File: config.mk
export PLATFORM = sky130hd
export DESIGN_NAME = spi7_init_seq
export DESIGN_NICKNAME = d
export VERILOG_FILES = /design/src/rtl/spi7_pkg.sv /design/src/rtl/spi7_cmd_rom.sv /design/src/rtl/spi7_frame_tx.sv /design/src/rtl/spi7_init_seq.sv
export SDC_FILE = /design/constraint.sdc
export NUM_CORES = 1
export LEC_CHECK = 0
export BUFFER_PORTS_ARGS = -buffer_cell sky130_fd_sc_hd__buf_2
export CAP_MARGIN = 0
export CORE_UTILIZATION = 58
export CTS_BUF_LIST = sky130_fd_sc_hd__clkbuf_2 sky130_fd_sc_hd__clkbuf_4 sky130_fd_sc_hd__clkbuf_8
export CTS_CLUSTER_DIAMETER = 30
export CTS_CLUSTER_SIZE = 25
export DETAILED_ROUTE_END_ITERATION = 6
export PLACE_DENSITY = 0.78
export SETUP_SLACK_MARGIN = 0.05
export SLEW_MARGIN = 20
export SYNTH_ARGS = -nofsm -noshare
export SYNTH_HDL_FRONTEND = slang
export SYNTH_SLANG_ARGS = --single-unit
File: constraint.sdc
create_clock -name clk -period 3.06 [get_ports clk]
set_input_delay 0.612 -clock clk [delete_from_list [all_inputs] [get_ports clk]]
set_output_delay 0.612 -clock clk [all_outputs]
set_load 0.01 [all_outputs]
File: src/rtl/spi7_pkg.sv
package spi7_pkg;

  localparam int unsigned WORD_BITS = 16;

  localparam logic [7:0] REG_DECODE   = 8'h09;
  localparam logic [7:0] REG_SCAN     = 8'h0B;
  localparam logic [7:0] REG_SHUTDOWN = 8'h0C;
  localparam logic [7:0] SEG_MIDDLE   = 8'h01;

  typedef enum logic [1:0] {TX_IDLE, TX_SHIFT, TX_GAP} tx_state_e;

  // Digit positions 2, 5 (every third one) are separators: raw segments.
  function automatic logic is_separator(int unsigned digit);
    return (digit % 3) == 2;
  endfunction

  // Command word for list position idx: {register address, value}.
  function automatic logic [WORD_BITS-1:0] cmd_word(int unsigned idx, int unsigned ndig);
    logic [7:0] mask;
    int unsigned d;
    mask = '0;
    for (int k = 0; k < 8; k++) begin
      if (k < ndig && !is_separator(k)) mask[k] = 1'b1;
    end
    if (idx == 0) return {REG_DECODE, mask};
    if (idx == 1) return {REG_SCAN, 8'(ndig - 1)};
    if (idx == 2) return {REG_SHUTDOWN, 8'h01};
    d = idx - 3;
    return {8'(d + 1), is_separator(d) ? SEG_MIDDLE : 8'h00};
  endfunction

endpackage

File: src/rtl/spi7_cmd_rom.sv
module spi7_cmd_rom #(
  parameter int unsigned NUM_DIGITS = 8,
  localparam int unsigned NUM_CMDS = 3 + NUM_DIGITS,
  localparam int unsigned IW = $clog2(NUM_CMDS)
) (
  input  logic [IW-1:0]                   idx,
  output logic [spi7_pkg::WORD_BITS-1:0]  word
);
  always_comb word = spi7_pkg::cmd_word(32'(idx), NUM_DIGITS);
endmodule

File: src/rtl/spi7_frame_tx.sv
module spi7_frame_tx #(
  parameter int unsigned CLK_DIV = 16,
  parameter int unsigned BITS    = 16,
  parameter int unsigned GAP     = 16,
  localparam int unsigned HALF = CLK_DIV / 2,
  localparam int unsigned DW   = $clog2(CLK_DIV),
  localparam int unsigned BW   = $clog2(BITS),
  localparam int unsigned GW   = $clog2(GAP + 1)
) (
  input  logic            clk,
  input  logic            rst_n,
  input  logic            go,
  input  logic [BITS-1:0] word,
  output logic            idle,
  output logic            fin,
  output logic            sclk,
  output logic            mosi,
  output logic            cs_n
);
  import spi7_pkg::*;

  tx_state_e       st;
  logic [DW-1:0]   div;
  logic [BW-1:0]   bitn;
  logic [GW-1:0]   gap;
  logic [BITS-1:0] sh;

  always_ff @(posedge clk or negedge rst_n) begin
    if (!rst_n) begin
      st   <= TX_IDLE;
      div  <= '0;
      bitn <= '0;
      gap  <= '0;
      sh   <= '0;
      sclk <= 1'b0;
      cs_n <= 1'b1;
      fin  <= 1'b0;
    end else begin
      fin <= 1'b0;
      case (st)
        TX_IDLE: if (go) begin
          sh   <= word;
          cs_n <= 1'b0;
          div  <= '0;
          bitn <= '0;
          st   <= TX_SHIFT;
        end
        TX_SHIFT: begin
          div <= div + 1'b1;
          if (div == DW'(HALF - 1)) sclk <= 1'b1;
          if (div == DW'(CLK_DIV - 1)) begin
            sclk <= 1'b0;
            div  <= '0;
            if (bitn == BW'(BITS - 1)) begin
              cs_n <= 1'b1;
              sh   <= '0;
              gap  <= '0;
              st   <= TX_GAP;
            end else begin
              sh   <= {sh[BITS-2:0], 1'b0};
              bitn <= bitn + 1'b1;
            end
          end
        end
        TX_GAP: begin
          gap <= gap + 1'b1;
          if (gap == GW'(GAP - 1)) begin
            fin <= 1'b1;
            st  <= TX_IDLE;
          end
        end
        default: st <= TX_IDLE;
      endcase
    end
  end

  assign idle = (st == TX_IDLE);
  assign mosi = sh[BITS-1];

  p_sclk_low_deselected_r5: assert property (@(posedge clk) disable iff (!rst_n)
    cs_n |-> !sclk);

  p_mosi_moves_on_fall_r6: assert property (@(posedge clk) disable iff (!rst_n)
    !$stable(mosi) |-> ($fell(sclk) || $fell(cs_n)));

  p_mosi_steady_high_r6: assert property (@(posedge clk) disable iff (!rst_n)
    (sclk && $past(sclk)) |-> $stable(mosi));

endmodule

File: src/rtl/spi7_init_seq.sv
module spi7_init_seq #(
  parameter int unsigned NUM_DIGITS = 8,
  parameter int unsigned CLK_DIV    = 16,
  parameter int unsigned GAP_CYCLES = 16,
  localparam int unsigned NUM_CMDS  = 3 + NUM_DIGITS,
  localparam int unsigned IW        = $clog2(NUM_CMDS)
) (
  input  logic clk,
  input  logic rst_n,
  input  logic start,
  output logic busy,
  output logic done,
  output logic sclk,
  output logic mosi,
  output logic cs_n
);
  import spi7_pkg::*;

  localparam logic [IW-1:0] LAST = IW'(NUM_CMDS - 1);

  logic                 run;
  logic                 go;
  logic [IW-1:0]        idx;
  logic [WORD_BITS-1:0] word;
  logic                 tx_idle;
  logic                 tx_fin;

  spi7_cmd_rom #(.NUM_DIGITS(NUM_DIGITS)) u_rom (
    .idx  (idx),
    .word (word)
  );

  spi7_frame_tx #(.CLK_DIV(CLK_DIV), .BITS(WORD_BITS), .GAP(GAP_CYCLES)) u_tx (
    .clk   (clk),
    .rst_n (rst_n),
    .go    (go),
    .word  (word),
    .idle  (tx_idle),
    .fin   (tx_fin),
    .sclk  (sclk),
    .mosi  (mosi),
    .cs_n  (cs_n)
  );

  always_ff @(posedge clk or negedge rst_n) begin
    if (!rst_n) begin
      run  <= 1'b0;
      go   <= 1'b0;
      done <= 1'b0;
      idx  <= '0;
    end else begin
      go   <= 1'b0;
      done <= 1'b0;
      if (!run) begin
        if (start) begin
          run <= 1'b1;
          idx <= '0;
          go  <= 1'b1;
        end
      end else if (tx_fin) begin
        if (idx == LAST) begin
          run  <= 1'b0;
          done <= 1'b1;
        end else begin
          idx <= idx + 1'b1;
          go  <= 1'b1;
        end
      end
    end
  end

  assign busy = run;

  p_start_accepted_r2: assert property (@(posedge clk) disable iff (!rst_n)
    (start && !busy) |=> busy);

  p_frames_inside_busy_r2: assert property (@(posedge clk) disable iff (!rst_n)
    !cs_n |-> busy);

  p_launch_into_idle_r9: assert property (@(posedge clk) disable iff (!rst_n)
    go |-> tx_idle);

  p_done_with_idle_r8: assert property (@(posedge clk) disable iff (!rst_n)
    done |-> !busy);

  p_done_single_r8: assert property (@(posedge clk) disable iff (!rst_n)
    done |=> !done);

endmodule

==> reports/qor.yml, run 1 <==
status: "finished clean"
ys_seq_area_share_pct: 39.3
final.fill_count: 361
wl_per_cell_um: 15.4
min_period_over_period_pct: 93.1
cp_top_family: "compound AO/OA/AOI/OAI gates"
synth.area.top_cells: "dfrtp_1 38%, a21oi_1 6.7%, ha_1 5.3%"
synthTopCellsByCount: "40 x dfrtp_1, 35 x a21oi_1, 32 x nor2_1, 29 x nand2_1, 22 x o21ai_0"
internal-power_mw: 0.874
yosysWarnings: 0
cp_max_fo: 6
final_nets: 333
insertedDiodeCount: 0
slowest_stage: "dfrtp_2"
drt-initial-drc-count: 226
synthSimpleGateAreaFrac_pct: 21.3
seq_power_share_pct: 44.0
swShare_pct: 31.1
numCtsBuffers: 5
antenna_found_initial: 0
finalMaxSlewViolations: 0
synthArstFlopShare_pct: 100
clk_latency_ns: 0.30
drt-vias-per-instance: 5.99
cts_tree: "yes"
vias: 2230
power_density_mw_per_mm2: 435
clock_skew_ns: 0.0105
track_usage_pct: 25.3
yosys.cell_count.top_type: "dfrtp_1"
cp.arrival_ns: 3.05
synth.area.mux_share_pct: 3.16
synth_compound_area_share_pct: 23.5
use_met1_pct: 33.6
die_x_um: 69.1
fin_hold_ws_ns: 0.444
critPathRequiredTime_ns: 3.26
globalRouteMet2Util_pct: 40.1
synth_area_mm2: 0.00262
synth_ff_type: "dfrtp_1"
path_class: "reg -> reg"
grt_pass1_vias: 2029
cts_root_buf: "clkbuf_8"
top_usage_layer: "met2"
hp-class: "in -> async"
finalWeightedCongestion: 0.893
met3_usage_pct: 5.41
cts_hold_buffers: 0
cts.sinks: 41
grt_pass1_wl_um: 9570
die_area_mm2: 0.00478
timing.fmax_ghz: 0.351
antenna_left: 0
drive_above_1_share_pct: 16.6
hold_violations: 0
synth_cell_types: 53
tightest_slew_ns: 0.933
p_clk_share_pct: 29.2
fin_crit_ns: 2.85
cp-start-kind: "flip-flop"
synth_top_area_share_pct: 38.3
setup_ws_ns: 0.210
path_clk_slew_ns: 0.08
slew_headroom_pct: 37.8
cp_num_buf_inv: 0
synth_fp_nets: 320
initial_utilization_pct: 60.1
drcViolationCount: 0
pre_cts_ws_ns: 0.119
die_h_um: 69.1
timing.critical_path.slowest_cell_delay_ns: 0.47
grt_max_degree: 42
cap_viol_max_count: 0
p_sw_mw: 0.395
htreeDepth: 2
vdd_drop_max_mv: 0.276
synth_fa_ha_area_share_pct: 5.26
portBuffers: 7
synth.avg_cell_area_um2: 8.55
fin_tns_setup_ns: 0
setup.worst_path.end_class: "flip-flop"
first_pass_iters: 4
synth_top_area_cell: "dfrtp_1"
worstPathCellList: "ha_4, nor2b_1, nand2_1, o31ai_4, ha_2, a311oi_2, and3_4, xnor2_1, ha_2, o221ai_1, a211oi_1, o21ai_1, o41ai_2"
crit_top_cell: "ha_2"
power_frac_comb_pct: 26.8
gr-total-overflow: 0
num_rows: 24
setup_viol: 0
pin_count: 8
fp.coreArea_mm2: 0.00435
synth_top_family_by_area: "compound AO/OA/AOI/OAI gates"
synthCells: 306
power.leakage_nw: 1.25
cts_buffer_depth: 2
rsz0062_at_grt: "no"
ys_ff_latch: 41
syn2layout_area_growth_pct: 11.5
dpl.hpwl_um: 3880
synth-xor-area-share_pct: 3.01
routed_wl_um: 5720
synth-edff-count: 0
## metal layers
layer / vias to the layer above / part of all wire, %
li1: 1132 / -
met1: 1044 / 46
met2: 47 / 48
met3: 7 / 4.6
met4: 0 / 1.5
met5: - / 0
## state kept, by name (all words and copies together) (netlist names)
name       flops
u_tx.sclk      1
idx            4
u_tx.fin       1
u_tx.st        2
busy           1
u_tx.sh       16
u_tx.gap       5
done           1
u_tx.div       4
u_tx.bitn      4
go             1
u_tx.cs_n      1
## worst reg2reg max path, cell delays in order, from the launching register on
cell and delay, ns:
dfrtp_2 0.47, ha_4 0.18, nor2b_1 0.15, nand2_1 0.11, o31ai_4 0.08, ha_2 0.20, a311oi_2 0.28, and3_4 0.24
xnor2_1 0.06, ha_2 0.31, o221ai_1 0.10, a211oi_1 0.20, o21ai_1 0.12, o41ai_2 0.27
## cells by family after synthesis
group / after synthesis
multiplexers: 8
adder cells (fa/ha/maj): 11
flip-flops: 41
buffers and inverters: 29
XOR/XNOR: 9
AO/OA/AOI/OAI: 99
AND/OR/NAND/NOR: 109
## per-stage QoR
stage / instances / util, % / area [um^2] / power, mW
3_5_place_dp: 361 / 63.4 / 2760 / 0.878
6_report: 372 / 67.0 / 2920 / 1.27
3_3_place_gp: 361 / 63.4 / 2760 / 0.875
2_1_floorplan: 306 / - / 2630 / 0.790
4_1_cts: 369 / 65.5 / 2850 / 1.24
5_1_grt: 372 / 67.0 / 2920 / 1.33
## cells in the final DEF (no fill, tap or decap), types with 3 or more instances in the layout
cell type	Yosys	routed
dfrtp_1	40	38
a21oi_1	35	35
nor2_1	32	31
nand2_1	29	28
o21ai_0	22	21
buf_4	1	18
inv_1	10	10
nand2b_1	9	9
nand3_1	8	8
o22ai_1	8	8
ha_1	11	8
o31ai_1	8	7
buf_2	3	7
mux2i_1	6	6
xor2_1	6	6
clkbuf_8	0	5
nor2b_1	4	4
or3_1	4	4
nor3_1	4	4
and3_1	3	3
xnor2_1	3	3
a22oi_1	3	3
a22o_1	3	3
## power groups by stage
stage	clock network, mW	registers, mW	logic (mW)
detailed placement	0	0.567	0.311
global placement	0	0.567	0.308
CTS	0.376	0.556	0.313
global route	0.399	0.559	0.369
floorplan	0	0.564	0.226
finish	0.371	0.558	0.340
## repair_timing
action | CTS | global route
gates resized for setup | 0 | 11
setup buffers | 0 | 3
setup endpoints to repair | 0 | 1
## cell type report
cell class / count / area [um^2] / area share [%]
clock buffer: 7 / 83.8 / 2.87
clock inverter: 1 / 7.51 / 0.257
tap: 52 / 65.1 / 2.23
inverter: 10 / 37.5 / 1.29
timing repair buffer: 25 / 170 / 5.83
multi-input combinational: 236 / 1520 / 52.2
sequential: 41 / 1030 / 35.3
## worst paths after layout
| kind | startpoint | end | slack (ns) | cells past startpoint |
|---|---|---|---|---|
| min in group clk | u_tx.sh[4] | u_tx.sh[5] | 0.51 | 2 |
| setup / recovery | idx[0] | u_tx.sh[0] | 0.21 | 13 |
| max in group asynchronous | rst_n | idx[0] | 1.97 | 1 |
| hold reg to reg | u_tx.sh[4] | u_tx.sh[5] | 0.51 | 2 |
| hold / removal | rst_n | u_tx.sh[0] | 0.44 | 1 |
| setup reg to reg | idx[0] | u_tx.sh[0] | 0.21 | 13 |
No activity file was read; power rests on OpenSTA's default activity.
==> inputs of run 2 (changes only) <==
--- a/config.mk
+++ b/config.mk
@@ -12,9 +12,10 @@
 export CTS_CLUSTER_DIAMETER = 30
 export CTS_CLUSTER_SIZE = 25
 export DETAILED_ROUTE_END_ITERATION = 6
-export PLACE_DENSITY = 0.78
+export PLACE_DENSITY = 0.88
 export SETUP_SLACK_MARGIN = 0.05
 export SLEW_MARGIN = 20
 export SYNTH_ARGS = -nofsm -noshare
 export SYNTH_HDL_FRONTEND = slang
 export SYNTH_SLANG_ARGS = --single-unit
+export TNS_END_PERCENT = 30
==> reports/qor.yml, run 2 (same netlist as run 1, synthesis figures left out) <==
finalMaxSlewViolations: 0  # unchanged
gr-total-overflow: 0  # unchanged
crit_top_cell: "ha_2"  # unchanged
final_cell_mix: "38 x dfrtp_1, 35 x a21oi_1, 31 x nor2_1, 28 x nand2_1, 21 x o21ai_0"  # unchanged
pin_count: 8  # unchanged
slew_headroom_pct: 40.8  # was 37.8%
cp_num_buf_inv: 0  # unchanged
rsz0062_at_grt: "yes"  # was no
cts_tree: "yes"  # unchanged
cp_max_fo: 6  # unchanged
wl_per_cell_um: 16.2  # was 15.4 um
fin_tns_setup_ns: 0  # unchanged
internal-power_mw: 0.915  # was 0.874 mW
track_usage_pct: 25.8  # was 25.3%
setup_viol: 0  # unchanged
hold_violations: 0  # unchanged
die_x_um: 69.1  # unchanged
cts.sinks: 41  # unchanged
cts_root_buf: "clkbuf_8"  # unchanged
drcViolationCount: 0  # unchanged
cp-start-kind: "flip-flop"  # unchanged
largest_reg_flops: 16  # unchanged
drt-initial-drc-count: 146  # was 226
clk_latency_ns: 0.30  # about the same
die_h_um: 69.1  # unchanged
grt_max_degree: 42  # unchanged
routed_wl_um: 6040  # was 5720 um
initial_utilization_pct: 60.1  # unchanged
reg.largest.list: "u_tx.sh x16, u_tx.gap x5"  # unchanged
fin_crit_ns: 2.92  # was 2.85 ns
htreeDepth: 2  # unchanged
insertedDiodeCount: 0  # unchanged
seq_power_share_pct: 42.2  # was 44.0%
worstPathCellList: "ha_4, nor2b_4, nand2_2, o31ai_2, ha_2, a311oi_2, and3_4, xnor2_2, ha_2, or3_1, a211oi_2, nor3_2, o41ai_2"  # was ha_4, nor2b_1, nand2_1, o31ai_4, ha_2, a311oi_2, and3_4, xnor2_1, ha_2, o221ai_1, a211oi_1, o21ai_1, o41ai_2
syn2layout_area_growth_pct: 13.5  # was 11.5%
dp.cells: 360  # was 361
top_register: "u_tx.sh"  # unchanged
pre_cts_ws_ns: -0.0314  # was 0.119 ns
vias: 2329  # was 2230
setup.worst_path.end_class: "flip-flop"  # unchanged
cap_viol_max_count: 0  # unchanged
cp_top_family: "simple AND/OR/NAND/NOR gates"  # was compound AO/OA/AOI/OAI gates
fin_hold_ws_ns: 0.436  # was 0.444 ns
fp.coreArea_mm2: 0.00435  # unchanged
min_period_over_period_pct: 95.4  # was 93.1%
timing.fmax_ghz: 0.343  # was 0.351 GHz
portBuffers: 7  # unchanged
antenna_left: 0  # unchanged
status: "finished clean"  # unchanged
final_nets: 334  # was 333
num_rows: 24  # unchanged
grt_pass1_vias: 2160  # was 2029
tightest_slew_ns: 0.888  # was 0.933 ns
drt-vias-per-instance: 6.24  # was 5.99
p_clk_share_pct: 30.3  # was 29.2%
multi_input_area_mm2: 0.00155  # was 0.00152 mm^2
numCtsBuffers: 5  # unchanged
power.leakage_nw: 1.28  # was 1.25 nW
path_class: "reg -> reg"  # unchanged
finalWeightedCongestion: 0.933  # was 0.893
total_power_mw: 1.32  # was 1.27 mW
dpl.hpwl_um: 3980  # was 3880 um
grt_pass1_wl_um: 9890  # was 9570 um
swShare_pct: 31.0  # was 31.1%
critPathRequiredTime_ns: 3.25  # was 3.26 ns
final.fill_count: 298  # was 361
setup_ws_ns: 0.142  # was 0.210 ns
final_cells: 373  # was 372
first_pass_iters: 5  # was 4
vdd_drop_max_mv: 0.452  # was 0.276 mV
die_area_mm2: 0.00478  # unchanged
path_clk_slew_ns: 0.08  # about the same
drive_above_1_share_pct: 18.1  # was 16.6%
seq_area_mm2: 0.00103  # unchanged
final_common_cell: "dfrtp_1"  # unchanged
slowest_stage: "dfrtp_2"  # unchanged
p_sw_mw: 0.410  # was 0.395 mW
timing.critical_path.slowest_cell_delay_ns: 0.46  # was 0.47 ns
cts_buffer_depth: 2  # unchanged
antenna_found_initial: 0  # unchanged
hp-class: "in -> async"  # unchanged
power_frac_comb_pct: 27.5  # was 26.8%
cp.arrival_ns: 3.11  # was 3.05 ns
power_density_mw_per_mm2: 446  # was 435 mW/mm^2
clock_skew_ns: 0.00463  # was 0.0105 ns
## run 2: metrics by stage
step                area (um^2)  util [%]
finish                     2970      68.2
global route               2970      68.2
CTS                        2880      66.0
detailed placement         2750      63.2
global placement           2750      63.2
floorplan                  2630         -
## run 2: power groups by stage
stage	logic [mW]	registers, mW	clock network [mW]
after CTS	0.321	0.557	0.408
after global routing	0.393	0.561	0.432
final	0.364	0.560	0.401
after global placement	0.298	0.567	0
after floorplan	0.226	0.564	0
after detailed placement	0.311	0.568	0
## run 2: final timing paths
check                      startpoint           to  slack [ns]  depth (start not counted)
setup / recovery               idx[0]   u_tx.sh[0]        0.14                         13
hold / removal                  rst_n  u_tx.sh[13]        0.44                          1
setup reg to reg               idx[0]   u_tx.sh[0]        0.14                         13
hold reg to reg            u_tx.sh[8]   u_tx.sh[8]        0.52                          1
max in group asynchronous       rst_n       idx[0]        2.01                          1
min in group clk           u_tx.sh[8]   u_tx.sh[8]        0.52                          1
## run 2: area by class of cell
type / instances / area share (%)
clock buffer: 7 / 3.24
clock inverter: 1 / 0.295
inverter: 10 / 1.26
multi-input combinational: 236 / 52.1
sequential: 41 / 34.7
tap: 52 / 2.19
timing repair buffer: 26 / 6.24
## run 2: layer usage
| metal | global-route usage [%] | wire, um |
|---|---|---|
| met4 | 7.48 | 94 |
| met1 | 34.6 | 2650 |
| met5 | 0 | 0 |
| met2 | 42.7 | 3000 |
| met3 | 4.97 | 290 |
## run 2: what timing repair did
item	CTS	global route
buffers inserted	2	3
setup endpoints to repair	1	1
pin swaps	3	9
hold buffers	0	0
resized for setup	2	17
